## config.mk

```make
export PLATFORM = sky130hd
export DESIGN_NAME = asu_unit
export DESIGN_NICKNAME = d
export VERILOG_FILES = /design/src/rtl/asu_pkg.sv /design/src/rtl/asu_adder.sv /design/src/rtl/asu_flags.sv /design/src/rtl/asu_unit.sv
export SDC_FILE = /design/constraint.sdc
export NUM_CORES = 1
export LEC_CHECK = 0
export BUFFER_PORTS_ARGS = -buffer_cell sky130_fd_sc_hd__buf_2
export CAP_MARGIN = 5
export CORE_MARGIN = 5
export CORE_UTILIZATION = 41
export DETAILED_ROUTE_END_ITERATION = 8
export PLACE_DENSITY_LB_ADDON = 0.1
export SLEW_MARGIN = 0
export SYNTH_ARGS = -nofsm -noshare
export SYNTH_HDL_FRONTEND = slang
export SYNTH_HIERARCHICAL = 1
export SYNTH_SLANG_ARGS = --single-unit
```

## constraint.sdc

```tcl
create_clock -name clk -period 4.6 [get_ports clk]
set_clock_uncertainty 0.1 [all_clocks]
set_input_delay 0 -clock clk [delete_from_list [all_inputs] [get_ports clk]]
set_output_delay 0 -clock clk [all_outputs]
set_load 0.005 [all_outputs]
```

## src/rtl/asu_pkg.sv

```systemverilog
package asu_pkg;

    typedef enum logic [2:0] {
        OP_ADD_A   = 3'd0,
        OP_SUB_A   = 3'd1,
        OP_ADC_A   = 3'd2,
        OP_SBB_A   = 3'd3,
        OP_ADD_B   = 3'd4,
        OP_SUB_B   = 3'd5,
        OP_ADD_MEM = 3'd6,
        OP_TALLY   = 3'd7
    } asu_op_e;

    // Operations that rewrite the carry flag and may raise overflow.
    function automatic logic op_sets_flags(asu_op_e op);
        return (op != OP_ADD_MEM) && (op != OP_TALLY);
    endfunction

    // Operations whose result goes back to memory.
    function automatic logic op_to_mem(asu_op_e op);
        return (op == OP_ADD_MEM) || (op == OP_TALLY);
    endfunction

endpackage

```

## src/rtl/asu_adder.sv

```systemverilog
// Two's-complement add/subtract with the carry taken at the sign bit.
module asu_adder #(
    parameter int W = 24
) (
    input  logic [W-1:0] x,
    input  logic [W-1:0] y,
    input  logic         sub,
    input  logic         cin,      // carry-in for add, borrow-in for subtract
    output logic [W-1:0] sum,
    output logic         sign_cy,  // carry into / borrow from the sign bit
    output logic         ovf
);
    localparam int SB = W - 1;

    logic [W-1:0] y_eff;
    logic         c_eff;
    logic [W-1:0] low;      // bit SB holds the carry into the sign position
    logic         c_sign;
    logic         msb;

    always_comb begin
        y_eff   = sub ? ~y : y;
        c_eff   = sub ? ~cin : cin;
        low     = {1'b0, x[SB-1:0]} + {1'b0, y_eff[SB-1:0]} + {{SB{1'b0}}, c_eff};
        c_sign  = low[SB];
        msb     = x[SB] ^ y_eff[SB] ^ c_sign;
        sum     = {msb, low[SB-1:0]};
        sign_cy = sub ? ~c_sign : c_sign;
        ovf     = (x[SB] == y_eff[SB]) && (msb != x[SB]);
    end
endmodule

```

## src/rtl/asu_flags.sv

```systemverilog
// Next-state logic of the carry and sticky overflow flags.
module asu_flags (
    input  logic upd,
    input  logic cy_new,
    input  logic ov_new,
    input  logic clr_c,
    input  logic clr_o,
    input  logic cy_q,
    input  logic ov_q,
    output logic cy_d,
    output logic ov_d
);
    always_comb begin
        if (upd) begin
            cy_d = cy_new;
            ov_d = ov_q | ov_new;
        end else begin
            cy_d = clr_c ? 1'b0 : cy_q;
            ov_d = clr_o ? 1'b0 : ov_q;
        end
    end
endmodule

```

## src/rtl/asu_unit.sv

```systemverilog
module asu_unit
    import asu_pkg::*;
#(
    parameter int W = 24
) (
    input  logic         clk,
    input  logic         rst_n,
    input  logic         op_valid,
    input  logic [2:0]   op_code,
    input  logic [W-1:0] operand,
    input  logic         clr_carry,
    input  logic         clr_ovf,
    output logic [W-1:0] acc_a,
    output logic [W-1:0] acc_b,
    output logic [W-1:0] mem_data,
    output logic         mem_we,
    output logic         done,
    output logic         carry_flag,
    output logic         ovf_flag
);
    typedef struct packed {
        logic [W-1:0] a;
        logic [W-1:0] b;
        logic [W-1:0] mem;
        logic         mem_we;
        logic         done;
        logic         cy;
        logic         ov;
    } asu_state_t;

    asu_state_t st_d, st_q;
    asu_op_e    op;

    logic [W-1:0] add_x, add_y, add_sum;
    logic         add_sub, add_cin, add_cy, add_ov;
    logic         flag_upd, cy_d, ov_d;

    assign op = asu_op_e'(op_code);

    // Operand routing for the single shared adder.
    always_comb begin
        add_x   = st_q.a;
        add_y   = operand;
        add_sub = 1'b0;
        add_cin = 1'b0;
        unique case (op)
            OP_ADD_A:   ;
            OP_SUB_A:   add_sub = 1'b1;
            OP_ADC_A:   add_cin = st_q.cy;
            OP_SBB_A: begin
                add_sub = 1'b1;
                add_cin = st_q.cy;
            end
            OP_ADD_B:   add_x = st_q.b;
            OP_SUB_B: begin
                add_x   = st_q.b;
                add_sub = 1'b1;
            end
            OP_ADD_MEM: ;
            OP_TALLY: begin
                add_x   = operand;
                add_y   = '0;
                add_cin = 1'b1;
            end
            default: ;
        endcase
    end

    asu_adder #(.W(W)) u_adder (
        .x       (add_x),
        .y       (add_y),
        .sub     (add_sub),
        .cin     (add_cin),
        .sum     (add_sum),
        .sign_cy (add_cy),
        .ovf     (add_ov)
    );

    assign flag_upd = op_valid && op_sets_flags(op);

    asu_flags u_flags (
        .upd    (flag_upd),
        .cy_new (add_cy),
        .ov_new (add_ov),
        .clr_c  (clr_carry),
        .clr_o  (clr_ovf),
        .cy_q   (st_q.cy),
        .ov_q   (st_q.ov),
        .cy_d   (cy_d),
        .ov_d   (ov_d)
    );

    always_comb begin
        st_d        = st_q;
        st_d.done   = op_valid;
        st_d.mem_we = op_valid && op_to_mem(op);
        st_d.cy     = cy_d;
        st_d.ov     = ov_d;
        if (op_valid) begin
            unique case (op)
                OP_ADD_A, OP_SUB_A, OP_ADC_A, OP_SBB_A: st_d.a   = add_sum;
                OP_ADD_B, OP_SUB_B:                     st_d.b   = add_sum;
                OP_ADD_MEM, OP_TALLY:                   st_d.mem = add_sum;
                default: ;
            endcase
        end
    end

    always_ff @(posedge clk or negedge rst_n) begin
        if (!rst_n) st_q <= '0;
        else        st_q <= st_d;
    end

    assign acc_a      = st_q.a;
    assign acc_b      = st_q.b;
    assign mem_data   = st_q.mem;
    assign mem_we     = st_q.mem_we;
    assign done       = st_q.done;
    assign carry_flag = st_q.cy;
    assign ovf_flag   = st_q.ov;
endmodule

```

==> results.json <==
{
  "grt_max_degree": 77,
  "wl_mm": 12.9,
  "antenna_found_initial": 0,
  "synth_fp_nets": 516,
  "coreArea_um2": 11900,
  "syn_area_per_cell_um2": 10.7,
  "min_period_ns": 3.50,
  "first_global_vias": 4141,
  "grt.overflow.total": 0,
  "setup_viol_count_final": 0,
  "hold_path_class": "primary input to flip-flop",
  "wl_per_cell_um": 18.1,
  "outcome": "finished, final reports clean",
  "clk_latency_ns": 0.35,
  "layout-drive-gt1-share": 0.379,
  "start_util": 0.414,
  "final_common_cell": "buf_2",
  "hp-start": "operand[23]",
  "dr.first_iter.drc_count": 145,
  "finalSetupTns_ns": 0,
  "synth_area_leaders": "dfrtp_1 (39%), mux2_2 (16%), xor2_1 (5.9%)",
  "area_growth_pct": 19.7,
  "synth_top_area_cell": "dfrtp_1",
  "pre_cts_slack_ns": 0.915,
  "htreeDepth": 3,
  "synth.distinct_cells": 53,
  "max_cap_violations": 0,
  "vias_per_cell": 5.49,
  "finalHoldViolCount": 0,
  "crit_arrival_ns": 3.63,
  "comb_power_share": 0.521,
  "synth_edf_count": 0,
  "synth_cells": 460,
  "yosysTopAreaCellShare": 0.386,
  "r2r_end": "acc_b[20]",
  "dieHeight_um": 120,
  "rr_startpoint": "carry_flag",
  "slew_viol_final": 0,
  "ys.flop_type": "dfrtp_1",
  "ys_seq_elements": 76,
  "num_vias": 3910,
  "final_cell_mix": "buf_2 (106), dfrtp_1 (76), mux2_2 (72)",
  "cp-start-kind": "flip-flop",
  "ios": 108,
  "drt_pre_antenna_iters": 4,
  "tightest_slew_ns": 0.969,
  "period_share": 0.762,
  "fin_hold_ws_ns": 0.215,
  "ant_nets": 0,
  "portBuffers": 107,
  "rows": 40,
  "clockRootBuffer": "clkbuf_16",
  "seq_area_frac_synth": 0.386,
  "clock.fmax_mhz": 285,
  "power.internal_mw": 2.47,
  "power.density_nw_per_um2": 680,
  "drc": 0,
  "grt_setup_unrepaired": "false",
  "crit_type": "flip-flop to flip-flop",
  "ir_worst_vdd_mv": 0.303,
  "slowest_delay_ns": 0.42,
  "cts_buffers": 9,
  "p_clk_frac": 0.169,
  "die_w_um": 120,
  "cp_cell_sequence": "mux2i_1 > nor2b_1 > xor2_1 > fa_1 > fa_1 > a21o_1 > a221oi_2 > or3_1 > nand3_1 > a221oi_2 > xnor2_1 > mux2_2",
  "hold_path_end": "ovf_flag",
  "cpMaxStageDelayCell": "fa_1",
  "cp.required_ns": 4.73,
  "cts_tree": "yes",
  "detailed_place_hpwl_mm": 9.22,
  "cts.sinks": 76,
  "clockBufferDepth": 2,
  "reg2regPathDepth": 12,
  "r2r_slack_ns": 1.10,
  "gp_congestion": 0.879,
  "endpoint_kind": "flip-flop",
  "num-nets-final": 618,
  "yosys_warnings": 6,
  "antenna_cells": 0,
  "p_sw_frac": 0.383,
  "grt_util_all_layers": 0.187,
  "synth_async_sr_flop_share": 1.00,
  "cts_setup_buffers": 0,
  "p_seq_frac": 0.310,
  "clk_transition_reported_paths_ns": 0.06,
  "crit_fanout": 4,
  "p_sw_mw": 1.54,
  "syn_area_um2": 4930,
  "setup_ws_ns": 1.10,
  "grt_pass1_wl_mm": 21.2,
  "die_area_um2": 14300,
  "whs_path_depth": 7,
  "leakage_nw": 2.73,
  "maxSlewHeadroom": 0.354
}
[power groups by stage]
stage | sequential (mW) | combinational (mW) | clock (mW)
detailed placement | 1.26 | 2.10 | 0
finish | 1.24 | 2.09 | 0.679
floorplan | 1.24 | 1.41 | 0
global placement | 1.25 | 2.08 | 0
global route | 1.29 | 2.32 | 0.727
CTS | 1.25 | 2.11 | 0.699
[layer usage]
metal  routed length [um]  GRT usage  vias up
li1                     -          -     1883
met1                 5620      0.230     1923
met2                 6420      0.319       89
met3                  628     0.0471       15
met4                  197     0.0608        0
met5                    0          0        -
[cell families after synthesis]
| group | Yosys count | synth area share |
|---|---|---|
| muxes | 74 | 0.169 |
| and+or+nand+nor | 94 | 0.104 |
| AOI/OAI and AO/OA | 109 | 0.158 |
| xor gates and xnor gates | 48 | 0.0853 |
| buffers and inverters | 35 | 0.0343 |
| adders and majority gates | 24 | 0.0640 |
| DFF | 76 | 0.386 |
[per-stage QoR]
step	cell area (um^2)	util	power (mW)	std cells
after CTS	5900	0.495	4.06	712
after detailed placement	5580	0.469	3.36	694
after global placement	5580	0.469	3.32	694
final	5900	0.495	4.01	712
after floorplan	4930	-	2.65	460
after global routing	5900	0.495	4.34	712
[worst max path at each step]
stage	startpoint	to	slack [ns]	depth (start not counted)
2_1_floorplan	op_code[2]	acc_a[20]	0.84	15
3_3_place_gp	op_code[1]	mem_data[22]	1.01	13
3_5_place_dp	op_code[1]	mem_data[20]	0.92	13
4_1_cts	carry_flag	acc_b[20]	1.09	12
5_1_grt	carry_flag	mem_data[20]	0.86	12
6_report	carry_flag	acc_b[20]	1.10	12
[sequential cells by signal, indices dropped and copies added, names as in the netlist]
register    flops
acc_b          24
ovf_flag        1
mem_data       24
done            1
carry_flag      1
acc_a          24
mem_we          1
[Yosys cell counts, types with 6 or more instances]
cell and number:
ha_1 22, a21oi_1 24, xor2_1 33, nand3_1 8, o22ai_1 25, inv_1 6, clkbuf_1 7, dfrtp_1 76
nand2_1 21, mux2_2 72, o21ai_0 9, and2_1 24, nor2_1 13, a2bb2oi_1 24, buf_4 6, xnor2_1 15
buf_2 12
[layout make-up]
cell class / count / area, um^2
sequential: 76 / 1900
multi-input combinational: 349 / 2870
tap: 147 / 184
clock buffer: 11 / 233
clock inverter: 3 / 40.0
inverter: 6 / 22.5
timing repair buffer: 120 / 646
fill: 1136 / 6010
[worst max-delay path: cells and delay by family (launching register included)]
family	cells	cell delay, ns
flops	1	0.40
fa+ha+maj	2	0.83
mux	2	0.41
compound gates	3	0.90
simple gates	3	0.44
xor+xnor	2	0.29
[what timing repair did]
item	in CTS	in global routing
setup endpoints to repair	0	0
hold endpoints to repair	79	0
gates resized for setup	0	0
hold buffers	4	0
Power figures use the tool's default switching activity.
